==> src/rtl/sup_pkg.sv <==
package sup_pkg;

   typedef enum logic [1:0] {
      CH_OFF  = 2'd0,
      CH_SOFT = 2'd1,
      CH_RUN  = 2'd2
   } ch_mode_e;

   // channel state from power permission and the two ramp levels
   function automatic ch_mode_e decode_mode(input logic pwr, input logic lo, input logic hi);
      if (!pwr || !lo) return CH_OFF;
      if (hi)          return CH_RUN;
      return CH_SOFT;
   endfunction

endpackage

==> src/rtl/sup_sync.sv <==
module sup_sync #(
   parameter int W      = 1,
   parameter int STAGES = 2
) (
   input  logic         clk,
   input  logic         rst_n,
   input  logic [W-1:0] d,
   output logic [W-1:0] q
);
   localparam int CHAIN = W * STAGES;

   if (W < 1)      begin : g_bad_w  $error("sup_sync: W must be at least 1");      end
   if (STAGES < 1) begin : g_bad_st $error("sup_sync: STAGES must be at least 1"); end

   logic [CHAIN-1:0] chain;

   if (STAGES == 1) begin : g_single
      always_ff @(posedge clk or negedge rst_n) begin
         if (!rst_n) chain <= '0;
         else        chain <= d;
      end
   end else begin : g_multi
      always_ff @(posedge clk or negedge rst_n) begin
         if (!rst_n) chain <= '0;
         else        chain <= {chain[CHAIN-W-1:0], d};
      end
   end

   assign q = chain[CHAIN-1 -: W];

endmodule

==> src/rtl/sup_rise.sv <==
module sup_rise #(
   parameter int W = 1
) (
   input  logic         clk,
   input  logic         rst_n,
   input  logic [W-1:0] lvl,
   output logic [W-1:0] rise
);
   if (W < 1) begin : g_bad_w $error("sup_rise: W must be at least 1"); end

   logic [W-1:0] prev;

   always_ff @(posedge clk or negedge rst_n) begin
      if (!rst_n) prev <= '0;
      else        prev <= lvl;
   end

   assign rise = lvl & ~prev;

endmodule

==> src/rtl/sup_limit_cnt.sv <==
module sup_limit_cnt #(
   parameter int LIMIT = 8
) (
   input  logic clk,
   input  logic rst_n,
   input  logic hit,
   output logic trip
);
   localparam int CW = (LIMIT > 2) ? $clog2(LIMIT) : 1;
   localparam logic [CW-1:0] LAST = CW'(LIMIT - 1);

   if (LIMIT < 2) begin : g_bad_lim $error("sup_limit_cnt: LIMIT must be at least 2"); end

   logic [CW-1:0] cnt;

   always_ff @(posedge clk or negedge rst_n) begin
      if (!rst_n)           cnt <= '0;
      else if (!hit)        cnt <= '0;
      else if (cnt != LAST) cnt <= cnt + 1'b1;
   end

   assign trip = hit && (cnt == LAST);

   // the run count never passes the last slot
   a_r4_cnt_bound: assert property (@(posedge clk) disable iff (!rst_n)
      cnt <= LAST);

   // a cycle without a hit restarts the run
   a_r5_cnt_restart: assert property (@(posedge clk) disable iff (!rst_n)
      !hit |=> (cnt == '0));

endmodule

==> src/rtl/sup_fault_latch.sv <==
module sup_fault_latch (
   input  logic clk,
   input  logic rst_n,
   input  logic set,
   input  logic clr,
   output logic q
);
   always_ff @(posedge clk or negedge rst_n) begin
      if (!rst_n)   q <= 1'b0;
      else if (set) q <= 1'b1;
      else if (clr) q <= 1'b0;
   end

   // once set, only a release event drops the latch
   a_r7_hold: assert property (@(posedge clk) disable iff (!rst_n)
      (q && !clr) |=> q);

   // a set in the same cycle as a release leaves the latch set
   a_r8_set_wins: assert property (@(posedge clk) disable iff (!rst_n)
      set |=> q);

endmodule

==> src/rtl/conv_supervisor.sv <==
module conv_supervisor
   import sup_pkg::*;
#(
   parameter int NCH         = 2,
   parameter int ILIM_RUN    = 8,
   parameter int SYNC_STAGES = 2
) (
   input  logic           clk,
   input  logic           rst_n,
   input  logic           shdn_n,
   input  logic           bias_uv,
   input  logic           vin_dip,
   input  logic [NCH-1:0] ramp_lo,
   input  logic [NCH-1:0] ramp_hi,
   input  logic [NCH-1:0] out_over,
   input  logic [NCH-1:0] out_low20,
   input  logic [NCH-1:0] out_low93,
   input  logic [NCH-1:0] ilim_hit,
   output logic [NCH-1:0] chan_en,
   output logic [NCH-1:0] chan_soft,
   output logic [NCH-1:0] hs_off,
   output logic [NCH-1:0] ls_on
);
   localparam int SW = 1 + 2 * NCH;   // synchronized control bits
   localparam int TW = 1 + NCH;       // bits whose rising edge releases a latch

   if (NCH < 1) begin : g_bad_nch $error("conv_supervisor: NCH must be at least 1"); end

   // ---- control input synchronization
   logic [SW-1:0]  ctl_s;
   logic           shdn_s;
   logic [NCH-1:0] lo_s;
   logic [NCH-1:0] hi_s;

   sup_sync #(.W(SW), .STAGES(SYNC_STAGES)) u_sync (
      .clk  (clk),
      .rst_n(rst_n),
      .d    ({ramp_hi, ramp_lo, shdn_n}),
      .q    (ctl_s)
   );

   assign shdn_s = ctl_s[0];
   assign lo_s   = ctl_s[NCH:1];
   assign hi_s   = ctl_s[SW-1:NCH+1];

   // ---- release detection: low-then-high on shutdown or any ramp enable
   logic [TW-1:0] rel_rise;
   logic          release_ev;

   sup_rise #(.W(TW)) u_rise (
      .clk  (clk),
      .rst_n(rst_n),
      .lvl  ({lo_s, shdn_s}),
      .rise (rel_rise)
   );

   assign release_ev = vin_dip | (|rel_rise);

   // ---- shared fault latches
   logic           ov_q;
   logic           uv_q;
   logic           fault;
   logic           powered;
   logic [NCH-1:0] trip;

   assign fault   = ov_q | uv_q;
   assign powered = shdn_s & ~bias_uv;

   sup_fault_latch u_ov_latch (
      .clk  (clk),
      .rst_n(rst_n),
      .set  (|out_over),
      .clr  (release_ev),
      .q    (ov_q)
   );

   sup_fault_latch u_uv_latch (
      .clk  (clk),
      .rst_n(rst_n),
      .set  (|trip),
      .clr  (release_ev),
      .q    (uv_q)
   );

   // ---- per-channel decode, hit counting and gate forcing
   for (genvar g = 0; g < NCH; g++) begin : g_ch
      ch_mode_e mode;
      logic     hit;

      assign mode = decode_mode(powered, lo_s[g], hi_s[g]);
      assign hit  = ilim_hit[g] & out_low20[g] & (mode == CH_RUN) & ~fault;

      sup_limit_cnt #(.LIMIT(ILIM_RUN)) u_cnt (
         .clk  (clk),
         .rst_n(rst_n),
         .hit  (hit),
         .trip (trip[g])
      );

      assign chan_en[g]   = (mode != CH_OFF) & ~fault;
      assign chan_soft[g] = chan_en[g] & (mode == CH_SOFT);
      assign hs_off[g]    = ~chan_en[g];
      assign ls_on[g]     = powered & (ov_q | (~chan_en[g] & out_low93[g]));

      // a channel in soft-start never produces a trip
      a_r6_soft_no_trip: assert property (@(posedge clk) disable iff (!rst_n)
         chan_soft[g] |-> !trip[g]);
   end

   // synchronized shutdown leaves no channel enabled
   a_r1_shdn_off: assert property (@(posedge clk) disable iff (!rst_n)
      !shdn_s |-> (chan_en == '0 && ls_on == '0));

   // an overvoltage cycle forces every high side off from the next cycle
   a_r3_over_blank: assert property (@(posedge clk) disable iff (!rst_n)
      (|out_over) |=> (&hs_off));

   // a bias undervoltage leaves every gate undriven
   a_r10_bias_off: assert property (@(posedge clk) disable iff (!rst_n)
      bias_uv |-> (chan_en == '0 && ls_on == '0));

endmodule

==> config.mk <==
export PLATFORM = sky130hd
export DESIGN_NAME = conv_supervisor
export DESIGN_NICKNAME = d
export VERILOG_FILES = /design/src/rtl/sup_pkg.sv /design/src/rtl/sup_sync.sv /design/src/rtl/sup_rise.sv /design/src/rtl/sup_limit_cnt.sv /design/src/rtl/sup_fault_latch.sv /design/src/rtl/conv_supervisor.sv
export SDC_FILE = /design/constraint.sdc
export NUM_CORES = 1
export LEC_CHECK = 0
export ABC_CLOCK_PERIOD_IN_PS = 4200
export BUFFER_PORTS_ARGS = -buffer_cell sky130_fd_sc_hd__buf_2
export CELL_PAD_IN_SITES_DETAIL_PLACEMENT = 1
export CELL_PAD_IN_SITES_GLOBAL_PLACEMENT = 2
export CORE_AREA = 2 2 55 57
export CTS_CLUSTER_DIAMETER = 200
export CTS_CLUSTER_SIZE = 12
export DETAILED_ROUTE_END_ITERATION = 6
export DIE_AREA = 0 0 57 59
export PLACE_DENSITY_LB_ADDON = 0.1
export REMOVE_ABC_BUFFERS = 1
export SYNTH_ARGS = -nofsm -noshare
export SYNTH_HDL_FRONTEND = slang
export SYNTH_HIERARCHICAL = 1
export SYNTH_SLANG_ARGS = --single-unit
==> constraint.sdc <==
create_clock -name clk -period 4.2 [get_ports clk]
set_input_delay 0.63 -clock clk [delete_from_list [all_inputs] [get_ports clk]]
set_output_delay 0.63 -clock clk [all_outputs]
set_load 0.01 [all_outputs]
==> impl_metrics.ini <==
[sta]
final.period_utilization_pct = 55.2
skew_ns = 0.000475
worstMarginPinSlew_ns = 0.540
hold_ws_ns = 0.269
max-slew-margin-rel_pct = 63.5
hold_viol_final = 0
setup_viol = 0
period_minus_slack_ns = 2.32
rsz0062_at_grt = no
final_max_slew_viol_count = 0
tns_ns = 0
clock.fmax_mhz = 432

[setup_path]
path_cells = or4b_4 -> nor3b_2 -> buf_2
end_kind = output pin
crit_path_start = u_ov_latch/q$_DFFE_PN0P_
crit_path_start_kind = register
critPathKind = register to output pin
crit_path_max_incr_delay_ns = 0.58
r2r_start = u_ov_latch/q$_DFFE_PN0P_
cp_max_fo = 6
critPathRequiredTime_ns = 3.57
worst_r2r_path_depth = 5
arrival_ns = 1.69
cp_slowest_cell = or4b_4
regToRegEndpoint = u_uv_latch/q$_DFFE_PN0P_
r2r_slack_ns = 2.54

[yosys]
synth-async-reset-ratio_pct = 100
syn-mean-instance-area_sq_um = 12.7
synth_ff_type = dfrtp_1
netlist_area_sq_um = 928
synth_warnings = 6
synthTopCellsByCount = dfrtp_1, buf_4
ys_ff_latch = 21
yosysTopAreaCellShare_pct = 56.6
synth_most_common_cell = dfrtp_1
synth.distinct_cells = 24
yosys.area.top_type = dfrtp_1
ys_seq_area_share_pct = 56.6
synthCells = 73
synth.area.top_cells = dfrtp_1, ha_1, nor2b_4, mux2i_1, buf_4
synth_edf_count = 0

[cells_and_area]
drive_above_1_share_pct = 39.6
antenna_cells = 0
area_growth_pct = 16.0
fin_nets = 118
final_area_sq_mm = 0.00108

[global_route]
grt_use_total_pct = 10.9
grt_pass1_wl_um = 2700
grt_overflow = 0
antenna_found_initial = 0
grt_max_degree = 22
grt_pass1_vias = 599

[power_and_ir_drop]
internal_power_uw = 257
p_total_uw = 334
share_seq_of_total_power_pct = 64.3
power_switching_share_pct = 23.1
power_density_mw_per_mm2 = 310
ir_worst_vdd_v = 0.000199
combPwrFrac_pct = 7.1
power.share.clock_pct = 28.7
leakage_nw = 0.551
netSwitchingPower_uw = 77.3

[place]
placed_cell_area_sq_mm = 0.00105
dp_hpwl_um = 1270
gp_congestion = 0.623
io_buffers = 24

[route]
drt_wl_total_um = 1630
routedWlPerCell_um = 12.9
remaining_drc_errors = 0
vias_per_cell = 4.59
drt_first_pass_iters = 2
detail-route-antenna-nets = 0
drtIter0Drc = 9
vias = 583

[clock_network]
clock_path_buffers = 2
cts_htree_levels = 1
post-cts-setup-buffers = 0
cts_num_sinks = 21
ctsResizeCount = 0
cts_root_buf = clkbuf_4
holdBufCountCts = 0
path_clk_slew_ns = 0.12
cts_tree = yes
cts_buffers = 3
clk_latency_ns = 0.29

[die]
dieHeight_um = 59
die-area_sq_mm = 0.00336
num_io_pins = 25
core_sq_mm = 0.00271
placementRows = 19
die_x_um = 57
start_util_pct = 34.3

[flow_run]
max_cap_violations = 0

[status]
outcome = finished clean

[worst_hold_path]
hold_path.class = primary input to async pin
[sequential cells by signal, indices dropped and copies added, names as in the netlist]
signal,flops
g_ch.u_cnt/cnt,6
u_sync/chain,10
u_ov_latch/q,1
u_rise/prev,3
u_uv_latch/q,1
[layout make-up]
cell class                      count  area [sq um]
Multi-Input combinational cell     44           354
Clock buffer                        3          22.5
Timing Repair Buffer               24           120
Sequential cell                    21           526
Fill cell                         311          1630
Clock inverter                      1          5.00
Tap cell                           31          38.8
Inverter                            3          11.3
[routing by layer]
metal | GRT usage (%) | share of wire (%)
met5 | 0 | 0
met2 | 17.4 | 48
met3 | 2.84 | 5.5
met1 | 14.1 | 46
met4 | 4.98 | 1.2
[layout by cell type, fill, tap and decap left out, types with 3 or more instances in the layout]
cell type	Yosys	routed
clkbuf_4	0	3
nor2_1	4	4
buf_2	0	24
ha_1	4	4
inv_1	3	3
dfrtp_1	21	21
nor2b_4	3	3
nor2b_1	4	4
and2_1	3	3
mux2i_1	4	4
[stage by stage]
step                      std cells  setup WS, ns  utilization, %
after floorplan                  68          2.16               -
final                           127          1.88            39.8
after global routing            127          1.79            39.8
after global placement          123          1.94            38.7
after detailed placement        123          1.95            38.7
after CTS                       127          1.85            39.8
[logic make-up after synthesis]
group,synth area share (%)
and+or+nand+nor,23.3
DFF,56.6
buffers and inverters,5.26
AOI/OAI and AO/OA,3.23
muxes,4.31
adders and majority gates,5.39
xor gates and xnor gates,1.89
[critical path: cells and delay by family (launching register included)]
kind                   cells  cell delay (ns)
buffers and inverters      1             0.15
DFF                        1             0.47
and+or+nand+nor            2             0.77
[worst max-delay path by stage]
stage | cells past startpoint | end | slack, ns
floorplan | 2 | chan_soft[1] | 2.16
global placement | 4 | chan_soft[0] | 1.94
detailed placement | 4 | chan_soft[0] | 1.95
CTS | 3 | chan_soft[0] | 1.85
global route | 3 | chan_soft[0] | 1.79
finish | 3 | chan_soft[0] | 1.88
[power by group through the flow]
stage	registers (mW)	clock network, mW	logic, mW
2_1_floorplan	0.217	0	0.00991
3_3_place_gp	0.219	0	0.0237
3_5_place_dp	0.219	0	0.0243
4_1_cts	0.215	0.104	0.0244
5_1_grt	0.216	0.113	0.0267
6_report	0.215	0.0958	0.0236
Power figures use the tool's default switching activity.
